File: src/rtl/bulk_out_ep_csr.sv
module bulk_out_ep_csr #(
  parameter int DW     = 32,
  parameter int BYTE_W = 7,
  parameter int PKT_W  = 2
) (
  input  logic              clk,
  input  logic              rst_n,
  input  logic              csr_wr_en,
  input  logic [DW-1:0]     csr_wdata,
  output logic [DW-1:0]     csr_rdata,
  input  logic              pkt_done,
  input  logic              pkt_short,
  input  logic              stall_sent,
  input  logic [BYTE_W-1:0] fifo_bytes,
  input  logic [PKT_W-1:0]  fifo_pkts,
  output logic              force_stall
);
  localparam int B_RDY   = 0;
  localparam int B_DONE  = 1;
  localparam int B_SSENT = 3;
  localparam int B_FORCE = 4;
  localparam int B_AVAIL = 5;
  localparam int B_SHORT = 6;

  logic done_q, ssent_q, force_q, short_q;

  wire clr_done  = csr_wr_en & csr_wdata[B_DONE];
  wire clr_ssent = csr_wr_en & csr_wdata[B_SSENT];

  always_ff @(posedge clk) begin
    if (!rst_n) begin
      done_q  <= 1'b0;
      ssent_q <= 1'b0;
      force_q <= 1'b0;
      short_q <= 1'b0;
    end else begin
      if (pkt_done)       done_q <= 1'b1;
      else if (clr_done)  done_q <= 1'b0;
      if (stall_sent)     ssent_q <= 1'b1;
      else if (clr_ssent) ssent_q <= 1'b0;
      if (csr_wr_en)      force_q <= csr_wdata[B_FORCE];
      if (pkt_done)       short_q <= pkt_short;
      else if (fifo_pkts == '0) short_q <= 1'b0;
    end
  end

  always_comb begin
    csr_rdata          = '0;
    csr_rdata[B_RDY]   = |fifo_pkts;
    csr_rdata[B_DONE]  = done_q;
    csr_rdata[B_SSENT] = ssent_q;
    csr_rdata[B_FORCE] = force_q;
    csr_rdata[B_AVAIL] = |fifo_bytes;
    csr_rdata[B_SHORT] = short_q;
  end

  assign force_stall = force_q;

  AST_DONE_SET: assert property (@(posedge clk) disable iff (!rst_n)
    pkt_done |=> csr_rdata[B_DONE]);
  AST_DONE_CLR: assert property (@(posedge clk) disable iff (!rst_n)
    (csr_wr_en && csr_wdata[B_DONE] && !pkt_done) |=> !csr_rdata[B_DONE]);
  AST_DONE_HOLD: assert property (@(posedge clk) disable iff (!rst_n)
    (!pkt_done && !(csr_wr_en && csr_wdata[B_DONE])) |=> $stable(csr_rdata[B_DONE]));
  AST_SSENT_SET: assert property (@(posedge clk) disable iff (!rst_n)
    stall_sent |=> csr_rdata[B_SSENT]);
  AST_SSENT_HOLD: assert property (@(posedge clk) disable iff (!rst_n)
    (!stall_sent && !(csr_wr_en && csr_wdata[B_SSENT])) |=> $stable(csr_rdata[B_SSENT]));
  AST_FORCE_WR: assert property (@(posedge clk) disable iff (!rst_n)
    csr_wr_en |=> (force_stall == $past(csr_wdata[B_FORCE])));
  AST_FORCE_HOLD: assert property (@(posedge clk) disable iff (!rst_n)
    !csr_wr_en |=> $stable(force_stall));
  AST_SHORT_SET: assert property (@(posedge clk) disable iff (!rst_n)
    (pkt_done && pkt_short) |=> csr_rdata[B_SHORT]);
  AST_SHORT_DRAIN: assert property (@(posedge clk) disable iff (!rst_n)
    (!pkt_done && fifo_pkts == '0) |=> !csr_rdata[B_SHORT]);
endmodule

File: config.mk
export PLATFORM = sky130hd
export DESIGN_NAME = bulk_out_ep_csr
export DESIGN_NICKNAME = d
export VERILOG_FILES = /design/src/rtl/bulk_out_ep_csr.sv
export SDC_FILE = /design/constraint.sdc
export NUM_CORES = 1
export LEC_CHECK = 0
export CAP_MARGIN = 20
export CORE_UTILIZATION = 20
export DETAILED_ROUTE_END_ITERATION = 7
export PLACE_DENSITY_LB_ADDON = 0.08
export SETUP_SLACK_MARGIN = 0.1
export SLEW_MARGIN = 20
export SYNTH_ARGS = -nofsm -noshare
export SYNTH_HDL_FRONTEND = slang
export SYNTH_SLANG_ARGS = --single-unit
File: constraint.sdc
create_clock -name clk -period 2 [get_ports clk]
set_clock_uncertainty 0.15 [all_clocks]
set_input_delay 0.5 -clock clk [delete_from_list [all_inputs] [get_ports clk]]
set_output_delay 0.5 -clock clk [all_outputs]
set_load 0.005 [all_outputs]
# Word level (Yosys, flattened, before mapping)
# Cells that the tools add are included.
[word_totals] ff_bits=4 input_bits=47 out_inout_bits=33 elab_cells=18
[op_classes] muxes=6 bitwise=2 reduce_logical=6
[ops] operator="$reduce_or 7->1" n=1
[ops] operator="$mux 1" n=6
[ops] operator="$reduce_bool 2->1" n=3
[ops] operator="$and 1x1->1" n=2
[ops] operator="$logic_not 2->1" n=1
[ops] operator="$reduce_or 2->1" n=1

# Longest topological paths before layout
[logic_depth] ltp_word=3 depth_mapped=3 ltp_nobuf=3

# Least setup slack after synthesis
# OpenSTA, ideal clock, no wires.
[synth_timing] path_kind="input port to output port" startpoint="input fifo_bytes[2]" endpoint="output csr_rdata[5]" t_arrival_ns=0.829 setup_slack_ns=0.521 path_stages=2 n_path_buf=0 path_cell_list="nor4_1 > nand2_1"
[synth_between] elab_chain_len=1
[synth_lines] element="start: declaration" line_no="14" source="input logic [BYTE_W-1:0] fifo_bytes,"
[synth_lines] element="$reduce_or 7->1" line_no="53" source="csr_rdata[B_AVAIL] = |fifo_bytes;"
[synth_lines] element="end: declaration" line_no="10" source="output logic [DW-1:0] csr_rdata,"
# No other way between the ends.

# Worst setup path in the final report
[layout_timing] startpoint="input fifo_bytes[5]" endpoint="output csr_rdata[5]"
# The elaborated chain is that of the path after synthesis.

==> flow_metrics.py <==
metrics = {
    "power": {
        "seq_power_share_pct": 34.2,
        "p_int_mw": 0.195,
        "switching_share_pct": 24.2,
        "p_total_mw": 0.257,
        "leakagePower_nw": 0.301,
        "pwr-share-comb_pct": 27.0,
        "powerDensity_nw_per_um2": 449,
        "clock_power_share_pct": 38.7,
        "p_sw_mw": 0.0622,
        "peakVddDrop_uv": 236,
    },
    "worst_setup_path": {
        "r2r-start": "short_q",
        "critPathLaunchType": "primary input",
        "crit_path_max_incr_delay_ps": 240,
        "cp_max_fo": 1,
        "critPathSlowestCell": "nor4_2",
        "crit_start": "fifo_bytes[5]",
        "crit_type": "primary input to primary output",
        "required_ps": 1350,
        "endpoint_kind": "primary output",
        "arrival_ps": 1180,
        "critical_path.cell_chain": "dlygate4sd2_1 > nor4_2 > nand2_1 > buf_2",
        "r2r_cells": 3,
        "rr_endpoint": "short_q",
        "endpoint": "csr_rdata[5]",
        "cpLargestDelayFamily": "buffers and inverters",
        "path_buf_inv": 2,
        "r2r_slack_ps": 1160,
        "cp_num_cells": 4,
    },
    "placed_design": {
        "routabilityCongestion": 0.561,
        "dp_slack_ps": -364,
        "place_inst": 96,
        "place.port_buffers": 24,
        "dpl-instance-area_sq_um": 544,
        "dpl.hpwl_um": 646,
    },
    "clocking": {
        "cts_tree": "done",
        "postCtsHoldBufs": 0,
        "numCtsBuffers": 3,
        "clockBufferDepth": 2,
        "clk_latency_ps": 230,
        "post_cts_buffers": 0,
        "cts.sink_count": 4,
        "cts_max_level": 1,
        "cts-root-buf": "clkbuf_4",
        "clk_pin_slew_ps": 40,
    },
    "synthesis": {
        "synthCells": 51,
        "syn_avg_cell_area_sq_um": 7.78,
        "synth_most_common_cell": "buf_4",
        "syn-cell-area_sq_um": 397,
        "synth_top_area_share_pct": 56.8,
        "async_flop_share_pct": 0,
        "synthTopCellsByArea": "buf_4 57%, dfxtp_1 20%, nor2b_1 4.7%",
        "ys_ff_latch": 4,
        "yosysTopAreaCell": "buf_4",
        "synth-edff-count": 0,
        "seq_area_frac_synth_pct": 20.2,
        "synth-main-ff-cell": "dfxtp_1",
        "synth_commonest_cells": "30 x buf_4, 4 x dfxtp_1, 4 x nand2_1",
        "yosysWarnings": 0,
        "synth_cell_type_count": 12,
    },
    "run_status": {
        "status": "finished, final reports clean",
    },
    "timing": {
        "finalCritPeriodShare_pct": 91.4,
        "period_needed_ps": 1830,
        "worst_slack_ps": 172,
        "hold_viol_final": 0,
        "grt_setup_unrepaired": "false",
        "fmax_ghz": 0.547,
        "finalSetupViolCount": 0,
        "fin_setup_tns_ps": 0,
        "drv_slew": 0,
    },
    "grt": {
        "antenna_found_initial": 0,
        "overflow": 0,
        "grt_usage_pct": 8.71,
        "grt_max_degree": 5,
        "grt_pass1_wl_mm": 1.19,
        "grt_pass1_vias": 269,
    },
    "drt": {
        "drc_errors": 0,
        "drtAntennaViolNets": 0,
        "num_vias": 312,
        "first_pass_iters": 2,
        "drt-initial-drc-count": 4,
        "viasPerCell": 3.15,
        "routed_wl_um": 744,
        "routedWlPerCell_um": 7.52,
    },
    "finish": {
        "area_delta_synth_final_pct": 44.5,
        "nNetsFinal": 123,
        "diodes": 0,
        "fill_cells": 209,
        "final_area_sq_um": 573,
        "final_cells": 99,
        "drive_gt1_share_pct": 12.2,
    },
    "worst_hold_path": {
        "hold_path.class": "register to register",
        "holdPathStages": 2,
    },
    "floorplan": {
        "die_w_um": 46.5,
        "io-pin-count": 80,
        "start_util_pct": 22.2,
        "die_y_um": 46.5,
        "core_sq_um": 1780,
        "die-area_sq_um": 2170,
        "rows": 15,
    },
    "job": {
        "cap_viol_max_count": 0,
    },
}
## placed cells by master (no fill, tap or decap), types with 2 or more instances in the layout
master | synthesis | final
o21ai_1 | 2 | 2
conb_1 | 1 | 26
nand2_1 | 4 | 4
dlymetal6s2s_1 | 0 | 4
dfxtp_1 | 4 | 4
buf_2 | 0 | 2
clkbuf_4 | 0 | 3
dlygate4sd2_1 | 0 | 4
nor2b_1 | 3 | 3
a21oi_1 | 2 | 2
clkdlybuf4s50_1 | 0 | 13
## registers in the layout, indices dropped and copies added, names as in the netlist
name         count
force_stall      1
ssent_q          1
done_q           1
short_q          1
## worst min-delay path by stage
stage                       from     end  slack, ps
final                     done_q  done_q        360
after floorplan           done_q  done_q        320
after global routing      done_q  done_q        400
after CTS                 done_q  done_q        370
after global placement    done_q  done_q        340
after detailed placement  done_q  done_q        360
## cell type report
type                       instances  area (sq um)  share of cell area (%)
timing repair buffer              25           243                    42.4
tap                               25          31.3                    5.46
clock buffer                       3          22.5                    3.93
sequential                         4          80.1                    14.0
multi-input combinational         42           196                    34.3
## logic make-up (layout without fill, tap and decap cells)
logic type             count (synthesis)  after routing  share of synthesized area, %
AOI/OAI and AO/OA                      4              4                          5.05
buffers and inverters                 30             28                          56.8
DFF                                    4              4                          20.2
muxes                                  1              1                          2.52
other                                  1             26                         0.945
and+or+nand+nor                       11             11                          14.5
## power groups by stage
stage	combinational [mW]	clock (mW)	sequential [mW]
floorplan	0.0647	0	0.0889
global placement	0.0733	0	0.0892
detailed placement	0.0735	0	0.0896
CTS	0.0700	0.106	0.0883
global route	0.0795	0.116	0.0888
finish	0.0696	0.0997	0.0882
## metrics by stage
step / util (%) / hold WS, ps
after global routing: 32.1 / 397
after floorplan: - / 324
after detailed placement: 30.5 / 363
after global placement: 30.5 / 345
final: 32.1 / 359
after CTS: 31.2 / 371
## worst min-delay path: stages (launching register included)
cell	delay, ps
dfxtp_1	320
a21oi_1	60
nor2b_1	90
## timing repair
action / 4_1_cts / 5_1_grt
pin swaps: 2 / 3
endpoints found under the setup margin: 2 / 1
gates resized for setup: 14 / 6
hold endpoints to repair: 0 / 0
## per-layer routing
metal	vias up	wire length, um	GRT usage, %	part of all wire [%]
met5	-	0	0	0
met4	0	0	1.76	0
met3	0	92	8.24	12
met2	25	411	13.6	55
met1	135	241	8.35	32
li1	152	-	-	-
(Power assumes the default switching activity.)
